==> src/rtl/itmr_pkg.sv <==
package itmr_pkg;

    localparam int unsigned NCH      = 3;
    localparam int unsigned BYTE_W   = 8;
    localparam int unsigned CNT_W    = 2 * BYTE_W;
    localparam int unsigned DIGITS   = CNT_W / 4;
    localparam int unsigned MODE_W   = 3;
    localparam logic [1:0]  CTRL_ADR = 2'd3;

    typedef enum logic [1:0] {
        FMT_LATCH = 2'b00,
        FMT_LO    = 2'b01,
        FMT_HI    = 2'b10,
        FMT_LOHI  = 2'b11
    } fmt_e;

    // Layout matches control word bits [5:0]; the status byte echoes it.
    typedef struct packed {
        fmt_e       fmt;
        logic [2:0] mode_raw;
        logic       bcd;
    } ctrl_t;

    typedef struct packed {
        logic  ctrl_wr;
        logic  latch_cmd;
        logic  rb_cnt;
        logic  rb_st;
        ctrl_t cw;
    } chan_cmd_t;

    function automatic logic [MODE_W-1:0] mode_of(input logic [2:0] raw);
        logic [MODE_W-1:0] m;
        if (raw[1]) m = {2'b01, raw[0]};
        else        m = raw;
        return m;
    endfunction

    function automatic logic [CNT_W-1:0] bcd_dec(input logic [CNT_W-1:0] v);
        logic [CNT_W-1:0] r;
        logic             brw;
        r   = v;
        brw = 1'b1;
        for (int d = 0; d < DIGITS; d++) begin
            if (brw) begin
                if (r[d*4 +: 4] == 4'd0) begin
                    r[d*4 +: 4] = 4'd9;
                end else begin
                    r[d*4 +: 4] = r[d*4 +: 4] - 4'd1;
                    brw = 1'b0;
                end
            end
        end
        return r;
    endfunction

    function automatic logic is_bcd(input logic [CNT_W-1:0] v);
        logic ok;
        ok = 1'b1;
        for (int d = 0; d < DIGITS; d++) begin
            if (v[d*4 +: 4] > 4'd9) ok = 1'b0;
        end
        return ok;
    endfunction

endpackage

==> src/rtl/itmr_decode.sv <==
module itmr_decode
    import itmr_pkg::*;
(
    input  logic                  wr_en,
    input  logic [1:0]            addr,
    input  logic [BYTE_W-1:0]     wdata,
    output chan_cmd_t [NCH-1:0]   cmd,
    output logic [NCH-1:0]        wr_cnt
);

    logic ctrl_sel;
    logic is_rb;
    logic rb_valid;

    always_comb begin
        ctrl_sel = wr_en && (addr == CTRL_ADR);
        is_rb    = (wdata[7:6] == 2'b11);
        rb_valid = ctrl_sel && is_rb && !wdata[0];
    end

    for (genvar i = 0; i < NCH; i++) begin : g_ch
        logic hit_ch;
        always_comb begin
            hit_ch              = ctrl_sel && !is_rb && (wdata[7:6] == 2'(i));
            cmd[i].ctrl_wr      = hit_ch && (wdata[5:4] != 2'b00);
            cmd[i].latch_cmd    = hit_ch && (wdata[5:4] == 2'b00);
            cmd[i].rb_cnt       = rb_valid && wdata[1+i] && !wdata[5];
            cmd[i].rb_st        = rb_valid && wdata[1+i] && !wdata[4];
            cmd[i].cw           = ctrl_t'(wdata[5:0]);
            wr_cnt[i]           = wr_en && (addr == 2'(i));
        end
    end

endmodule

==> src/rtl/itmr_core.sv <==
module itmr_core
    import itmr_pkg::*;
(
    input  logic             clk,
    input  logic             rst,
    input  logic             clr,
    input  logic             ld,
    input  logic [CNT_W-1:0] ld_val,
    input  logic             en,
    input  logic             bcd,
    output logic [CNT_W-1:0] count,
    output logic             out_o,
    output logic             null_o
);

    logic             armed_q;
    logic [CNT_W-1:0] next_cnt;

    always_comb begin
        if (bcd) next_cnt = bcd_dec(count);
        else     next_cnt = count - CNT_W'(1);
    end

    always_ff @(posedge clk) begin
        if (rst) begin
            count   <= '0;
            armed_q <= 1'b0;
            out_o   <= 1'b0;
            null_o  <= 1'b0;
        end else if (clr) begin
            armed_q <= 1'b0;
            out_o   <= 1'b0;
            null_o  <= 1'b1;
        end else if (ld) begin
            count   <= ld_val;
            armed_q <= 1'b1;
            null_o  <= 1'b0;
        end else if (en && armed_q) begin
            count <= next_cnt;
            if (count == CNT_W'(1)) out_o <= 1'b1;
        end
    end

    // OUT stays high until cleared by a control write
    p_out_sticky_r11: assert property (@(posedge clk) disable iff (rst)
        (out_o && !clr) |=> out_o);

    // decrementing a valid BCD count yields a valid BCD count
    p_bcd_keep_r10: assert property (@(posedge clk) disable iff (rst)
        (bcd && en && armed_q && !ld && !clr && is_bcd(count)) |=> is_bcd(count));

endmodule

==> src/rtl/itmr_chan.sv <==
module itmr_chan
    import itmr_pkg::*;
(
    input  logic              clk,
    input  logic              rst,
    input  chan_cmd_t         cmd,
    input  logic              wr_cnt,
    input  logic [BYTE_W-1:0] wdata,
    input  logic              rd_hit,
    input  logic              cnt_en,
    output logic [BYTE_W-1:0] rd_byte,
    output logic [MODE_W-1:0] mode,
    output logic              out_lvl
);

    ctrl_t             ctrl_q;
    logic              wr_hi_q;
    logic              rd_hi_q;
    logic [BYTE_W-1:0] lo_hold_q;
    logic [CNT_W-1:0]  cnt_lat_q;
    logic              cnt_lat_v;
    logic [BYTE_W-1:0] st_lat_q;
    logic              st_lat_v;

    logic              ld;
    logic [CNT_W-1:0]  ld_val;
    logic [CNT_W-1:0]  live_cnt;
    logic              null_c;
    logic [BYTE_W-1:0] status_w;
    logic [CNT_W-1:0]  src_cnt;

    itmr_core u_core (
        .clk    (clk),
        .rst    (rst),
        .clr    (cmd.ctrl_wr),
        .ld     (ld),
        .ld_val (ld_val),
        .en     (cnt_en),
        .bcd    (ctrl_q.bcd),
        .count  (live_cnt),
        .out_o  (out_lvl),
        .null_o (null_c)
    );

    // Count assembly according to the stored access format
    always_comb begin
        ld     = 1'b0;
        ld_val = '0;
        unique case (ctrl_q.fmt)
            FMT_LO: begin
                ld     = wr_cnt;
                ld_val = {{BYTE_W{1'b0}}, wdata};
            end
            FMT_HI: begin
                ld     = wr_cnt;
                ld_val = {wdata, {BYTE_W{1'b0}}};
            end
            FMT_LOHI: begin
                ld     = wr_cnt && wr_hi_q;
                ld_val = {wdata, lo_hold_q};
            end
            default: begin
                ld     = 1'b0;
                ld_val = '0;
            end
        endcase
    end

    // Read data: pending status, then pending count, then live count
    always_comb begin
        status_w = {out_lvl, null_c, ctrl_q};
        src_cnt  = cnt_lat_v ? cnt_lat_q : live_cnt;
        if (st_lat_v) begin
            rd_byte = st_lat_q;
        end else begin
            unique case (ctrl_q.fmt)
                FMT_HI:   rd_byte = src_cnt[CNT_W-1:BYTE_W];
                FMT_LOHI: rd_byte = rd_hi_q ? src_cnt[CNT_W-1:BYTE_W] : src_cnt[BYTE_W-1:0];
                default:  rd_byte = src_cnt[BYTE_W-1:0];
            endcase
        end
        mode = mode_of(ctrl_q.mode_raw);
    end

    always_ff @(posedge clk) begin
        if (rst) begin
            ctrl_q    <= '0;
            wr_hi_q   <= 1'b0;
            rd_hi_q   <= 1'b0;
            lo_hold_q <= '0;
            cnt_lat_q <= '0;
            cnt_lat_v <= 1'b0;
            st_lat_q  <= '0;
            st_lat_v  <= 1'b0;
        end else if (cmd.ctrl_wr) begin
            ctrl_q    <= cmd.cw;
            wr_hi_q   <= 1'b0;
            rd_hi_q   <= 1'b0;
            cnt_lat_v <= 1'b0;
            st_lat_v  <= 1'b0;
        end else begin
            if (wr_cnt && ctrl_q.fmt == FMT_LOHI) begin
                if (!wr_hi_q) lo_hold_q <= wdata;
                wr_hi_q <= !wr_hi_q;
            end
            if (rd_hit) begin
                if (st_lat_v) begin
                    st_lat_v <= 1'b0;
                end else begin
                    if (ctrl_q.fmt == FMT_LOHI) rd_hi_q <= !rd_hi_q;
                    if (cnt_lat_v && (ctrl_q.fmt != FMT_LOHI || rd_hi_q))
                        cnt_lat_v <= 1'b0;
                end
            end
            if ((cmd.latch_cmd || cmd.rb_cnt) && !cnt_lat_v) begin
                cnt_lat_q <= live_cnt;
                cnt_lat_v <= 1'b1;
            end
            if (cmd.rb_st && !st_lat_v) begin
                st_lat_q <= status_w;
                st_lat_v <= 1'b1;
            end
        end
    end

    // transfer into the core clears null count
    p_ld_clears_null_r3: assert property (@(posedge clk) disable iff (rst)
        (ld && !cmd.ctrl_wr) |=> !null_c);

    // control write raises null count and drops OUT
    p_ctrl_sets_null_r4: assert property (@(posedge clk) disable iff (rst)
        cmd.ctrl_wr |=> (null_c && !out_lvl));

    // a pending count latch is held until read out or reprogrammed
    p_latch_hold_r6: assert property (@(posedge clk) disable iff (rst)
        (cnt_lat_v && !cmd.ctrl_wr && !rd_hit) |=> (cnt_lat_v && $stable(cnt_lat_q)));

    // reading the status byte leaves a pending count untouched
    p_status_first_r8: assert property (@(posedge clk) disable iff (rst)
        (st_lat_v && rd_hit && !cmd.ctrl_wr) |=> (cnt_lat_v == $past(cnt_lat_v)));

endmodule

==> src/rtl/itmr_ctrl.sv <==
module itmr_ctrl
    import itmr_pkg::*;
(
    input  logic                  clk,
    input  logic                  rst,
    input  logic                  wr_en,
    input  logic                  rd_en,
    input  logic [1:0]            addr,
    input  logic [BYTE_W-1:0]     wdata,
    output logic [BYTE_W-1:0]     rdata,
    input  logic [NCH-1:0]        cnt_en,
    output logic [NCH-1:0]        out_lvl,
    output logic [NCH*MODE_W-1:0] mode_o
);

    chan_cmd_t [NCH-1:0]               cmd;
    logic [NCH-1:0]                    wr_cnt;
    logic [NCH-1:0]                    rd_hit;
    logic [NCH-1:0][BYTE_W-1:0]        rd_bytes;

    itmr_decode u_dec (
        .wr_en  (wr_en),
        .addr   (addr),
        .wdata  (wdata),
        .cmd    (cmd),
        .wr_cnt (wr_cnt)
    );

    for (genvar i = 0; i < NCH; i++) begin : g_chan
        assign rd_hit[i] = rd_en && (addr == 2'(i));
        itmr_chan u_chan (
            .clk     (clk),
            .rst     (rst),
            .cmd     (cmd[i]),
            .wr_cnt  (wr_cnt[i]),
            .wdata   (wdata),
            .rd_hit  (rd_hit[i]),
            .cnt_en  (cnt_en[i]),
            .rd_byte (rd_bytes[i]),
            .mode    (mode_o[i*MODE_W +: MODE_W]),
            .out_lvl (out_lvl[i])
        );
    end

    // control location reads as zero
    always_comb begin
        rdata = '0;
        for (int i = 0; i < NCH; i++) begin
            if (addr == 2'(i)) rdata = rd_bytes[i];
        end
    end

endmodule

==> config.mk <==
export PLATFORM = sky130hd
export DESIGN_NAME = itmr_ctrl
export DESIGN_NICKNAME = d
export VERILOG_FILES = /design/src/rtl/itmr_pkg.sv /design/src/rtl/itmr_decode.sv /design/src/rtl/itmr_core.sv /design/src/rtl/itmr_chan.sv /design/src/rtl/itmr_ctrl.sv
export SDC_FILE = /design/constraint.sdc
export NUM_CORES = 1
export LEC_CHECK = 0
export ABC_AREA = 1
export BUFFER_PORTS_ARGS = -buffer_cell sky130_fd_sc_hd__buf_2
export CORE_ASPECT_RATIO = 1.1
export CORE_MARGIN = 2
export CORE_UTILIZATION = 45
export DETAILED_ROUTE_END_ITERATION = 8
export HOLD_SLACK_MARGIN = 0.12
export PLACE_DENSITY_LB_ADDON = 0.12
export SYNTH_ARGS = -nofsm -noshare
export SYNTH_HDL_FRONTEND = slang
export SYNTH_HIERARCHICAL = 1
export SYNTH_SLANG_ARGS = --single-unit
==> constraint.sdc <==
create_clock -name clk -period 4.8 [get_ports clk]
set_clock_uncertainty 0.1 [all_clocks]
set_input_delay 0.96 -clock clk [delete_from_list [all_inputs] [get_ports clk]]
set_output_delay 0.96 -clock clk [all_outputs]
set_load 0.005 [all_outputs]
==> results.md <==
- Status: finished clean
- Place WS: 1.31 ns
- CTS buffer count: 17
- Antenna cells: 0
- Commonest non-fill, non-tap cell in the layout: nand2_1
- Placed Area: 12000 um^2
- Die extent in y: ~170 um
- Syn nets: about 2000
- Remaining antenna violation count: 0
- Setup-failing EPs final: 0
- Synth Area per Inst: 6.05 um^2
- Largest net degree at the start of global routing: 86
- Residual DRC: 0
- Most used cell, CP: nand2_1
- Worst EP arrival: 2.62 ns
- Port bufs: 36
- Post-Layout Cell Count: between 2000 and 2500
- Worst Setup End Kind: output port
- Slew Viols, Final: 0
- Clock Latency Late Sink: about 0.43 ns
- Startpoint Class: flip-flop
- Post-Syn Area: ~12000 um^2
- Vias/cell: around 5.3
- VDD IR max: 0.000206 V
- CTS tree: done
- DPL Wire Length: between 20 and 30 mm
- Max clock buf depth: 2
- Final worst-path cycle share: between 70 and 80%
- Type of the worst setup path: reg2out
- Post-cts sizing count: 0
- Final min period: between 3 and 4 ns
- Fill cells: approximately 2800
- Max incr delay on CP: about 0.54 ns
- Vias in the first global route: ~11000
- Unrepaired setup endpoints after global routing: false
- CP max-delay cell: ha_1
- Layout Nets: 1971
- Max-Slew Margin vs Limit: 50.6%
- Total track usage: 25.3%
- Post-synthesis register bit count: roughly 180
- Crit-path cells: ha_1 > nor2_2 > nor2_4 > nand2_1 > nand2_1 > nand2_1 > nand2_1 > nand3_1 > nand3_1 > buf_2
- Routed WL per cell: between 15 and 20 um
- Final wirelength: about 36 mm
- Fmax: about 270 MHz
- Sink Count: 183
- Pwr/cell area: 248 nW/um^2
- Syn. warnings: 6
- Final Cell Area: between 10000 and 15000 um^2
- Die Area: ~28000 um^2
- Max-cap violation count: 0
- Routability cong.: between 0.8 and 0.9
- CP required: roughly 3.7 ns
- CORE AREA: about 26000 um^2
- Gate Count Post-Synth: between 1500 and 2000
- Initial antenna violation count: 0
- Hold WC Path Type: reg2reg
- Tightest Pin Transition: 0.740 ns
- Leak pwr: 5.41 nW
- Router iterations before antenna repair: 6
- Area delta synth->final: 5.63%
- Clock Root Buffer: clkbuf_16
- Setup bufs post-CTS: 0
- WP buf/inv: 1
- Num rows: 62
- Crit-path max FO: 14
- Initial Util: 45.7%
- Clock Pin Slew Worst Setup and Hold Paths: 0.07 ns
- Num ports: 37
- Sequential area share after synthesis: between 30% and 40%
- Grt total ovfl: 0
- Setup TNS: 0 ns
- Hold-fix buffers, CTS: 0
- Crit path max-delay family: simple AND/OR/NAND/NOR gates
- Initial drt markers: 1148
- Synth cell types: 41
- Fraction of layout cells with a size suffix above 1: between 8 and 9%
- Placed cells: 2263
- Fin worst setup slack: 1.12 ns
- H-tree depth: 4
- Fin. Hold Viols: 0
- Vias post-DR: 12200
- First-pass GRT wire length: between 50 and 60 mm
- DIE WIDTH: approximately 160 um
- Commonest cells after routing, fill and taps aside: nand2_1, nor2_1, a21oi_1
==> cell usage after synthesis (all sizes together) <==
cell | instances | area [um^2]
nor3b | 3 | 22.5
nand3 | 84 | 516
nand2 | 763 | 2930
o21a | 5 | 37.5
nand4 | 58 | 363
o22ai | 3 | 18.8
or2 | 3 | 18.8
clkbuf | 28 | 105
inv | 142 | 548
a211oi | 3 | 22.5
clkinv | 6 | 33.8
xnor2 | 2 | 17.5
ha | 24 | 300
a221oi | 3 | 26.3
o211ai | 8 | 60.1
a21oi | 187 | 936
nor3 | 9 | 50.1
o21ai | 103 | 583
buf | 70 | 507
nor2 | 274 | 1090
o31ai | 3 | 22.5
xor2 | 1 | 8.76
a31oi | 3 | 18.8
dfxtp | 183 | 3660
==> cell type report <==
type | instances | area, um^2 | area share, %
clock buffers | 22 | 484 | 3.85
well taps | 352 | 440 | 3.50
inverters | 148 | 582 | 4.63
multi-input cells | 1539 | 7050 | 56.1
clock inverters | 10 | 120 | 0.955
repair buffers | 41 | 233 | 1.85
flip-flops and latches | 183 | 3660 | 29.1
==> report_power, final <==
group	internal, W	leakage, nW	switching (W)
logic	0.0000305	3.64	0.000111
registers	0.00152	1.47	0.00000928
clock network	0.000825	0.292	0.000623
==> stage by stage <==
stage	utilization, %	hold WS [ns]	total power (W)
6_report	48.3	0.361	0.00312
5_1_grt	48.3	0.374	0.00323
4_1_cts	48.3	0.362	0.00315
3_5_place_dp	45.9	0.353	0.00171
3_3_place_gp	45.9	0.349	0.00171
2_1_floorplan	-	0.339	0.00166
==> worst min-delay path: stages (launching register included) <==
cell	delay [ns]
dfxtp_1	0.31
nand2_1	0.06
a21oi_1	0.05
==> cells by family (layout without fill, tap and decap cells) <==
| logic type | count (synthesis) | in the layout | synth area share (%) |
|---|---|---|---|
| AND/OR/NAND/NOR | 1194 | 1194 | 42.0 |
| AO/OA/AOI/OAI | 318 | 318 | 14.5 |
| buffers and inverters | 246 | 221 | 10.0 |
| flip-flops | 183 | 183 | 30.8 |
| adder cells (fa/ha/maj) | 24 | 24 | 2.52 |
| XOR/XNOR | 3 | 3 | 0.221 |
==> path summary, 6_finish.rpt <==
| kind | slack (ns) | cells after the start | start | endpoint |
|---|---|---|---|---|
| max reg2reg | 1.96 | 14 | g_chan[0].u_chan/ctrl_q[5] | g_chan[0].u_chan/u_core/count[15] |
| min | 0.36 | 2 | g_chan[1].u_chan/cnt_lat_q[14] | g_chan[1].u_chan/cnt_lat_q[14] |
| max | 1.12 | 10 | g_chan[2].u_chan/ctrl_q[4] | rdata[5] |
| min reg2reg | 0.36 | 2 | g_chan[1].u_chan/cnt_lat_q[14] | g_chan[1].u_chan/cnt_lat_q[14] |
==> sequential cells by signal, summed over array words and instances, names as in the netlist <==
name / cells
g_chan.u_chan/cnt_lat_q: 48
g_chan.u_chan/u_core/armed_q: 3
g_chan.u_chan/cnt_lat_v: 3
g_chan.u_chan/lo_hold_q: 24
g_chan.u_chan/u_core/count: 48
g_chan.u_chan/rd_hi_q: 3
g_chan.u_chan/st_lat_v: 3
g_chan.u_chan/wr_hi_q: 3
g_chan.u_chan/st_lat_q: 24
g_chan.u_chan/u_core/null_o: 3
g_chan.u_chan/u_core/out_o: 3
g_chan.u_chan/ctrl_q: 18
==> per-layer routing <==
layer | GRT usage, % | vias up | part of all wire, % | routed length, um
met2 | 42.1 | 318 | 46 | 16600
met3 | 3.04 | 63 | 4.6 | 1650
li1 | - | 6212 | - | -
met1 | 34.3 | 5631 | 47 | 16600
met4 | 8.48 | 0 | 2.4 | 839
met5 | 0 | - | 0 | 0
No activity file was read; power rests on OpenSTA's default activity.
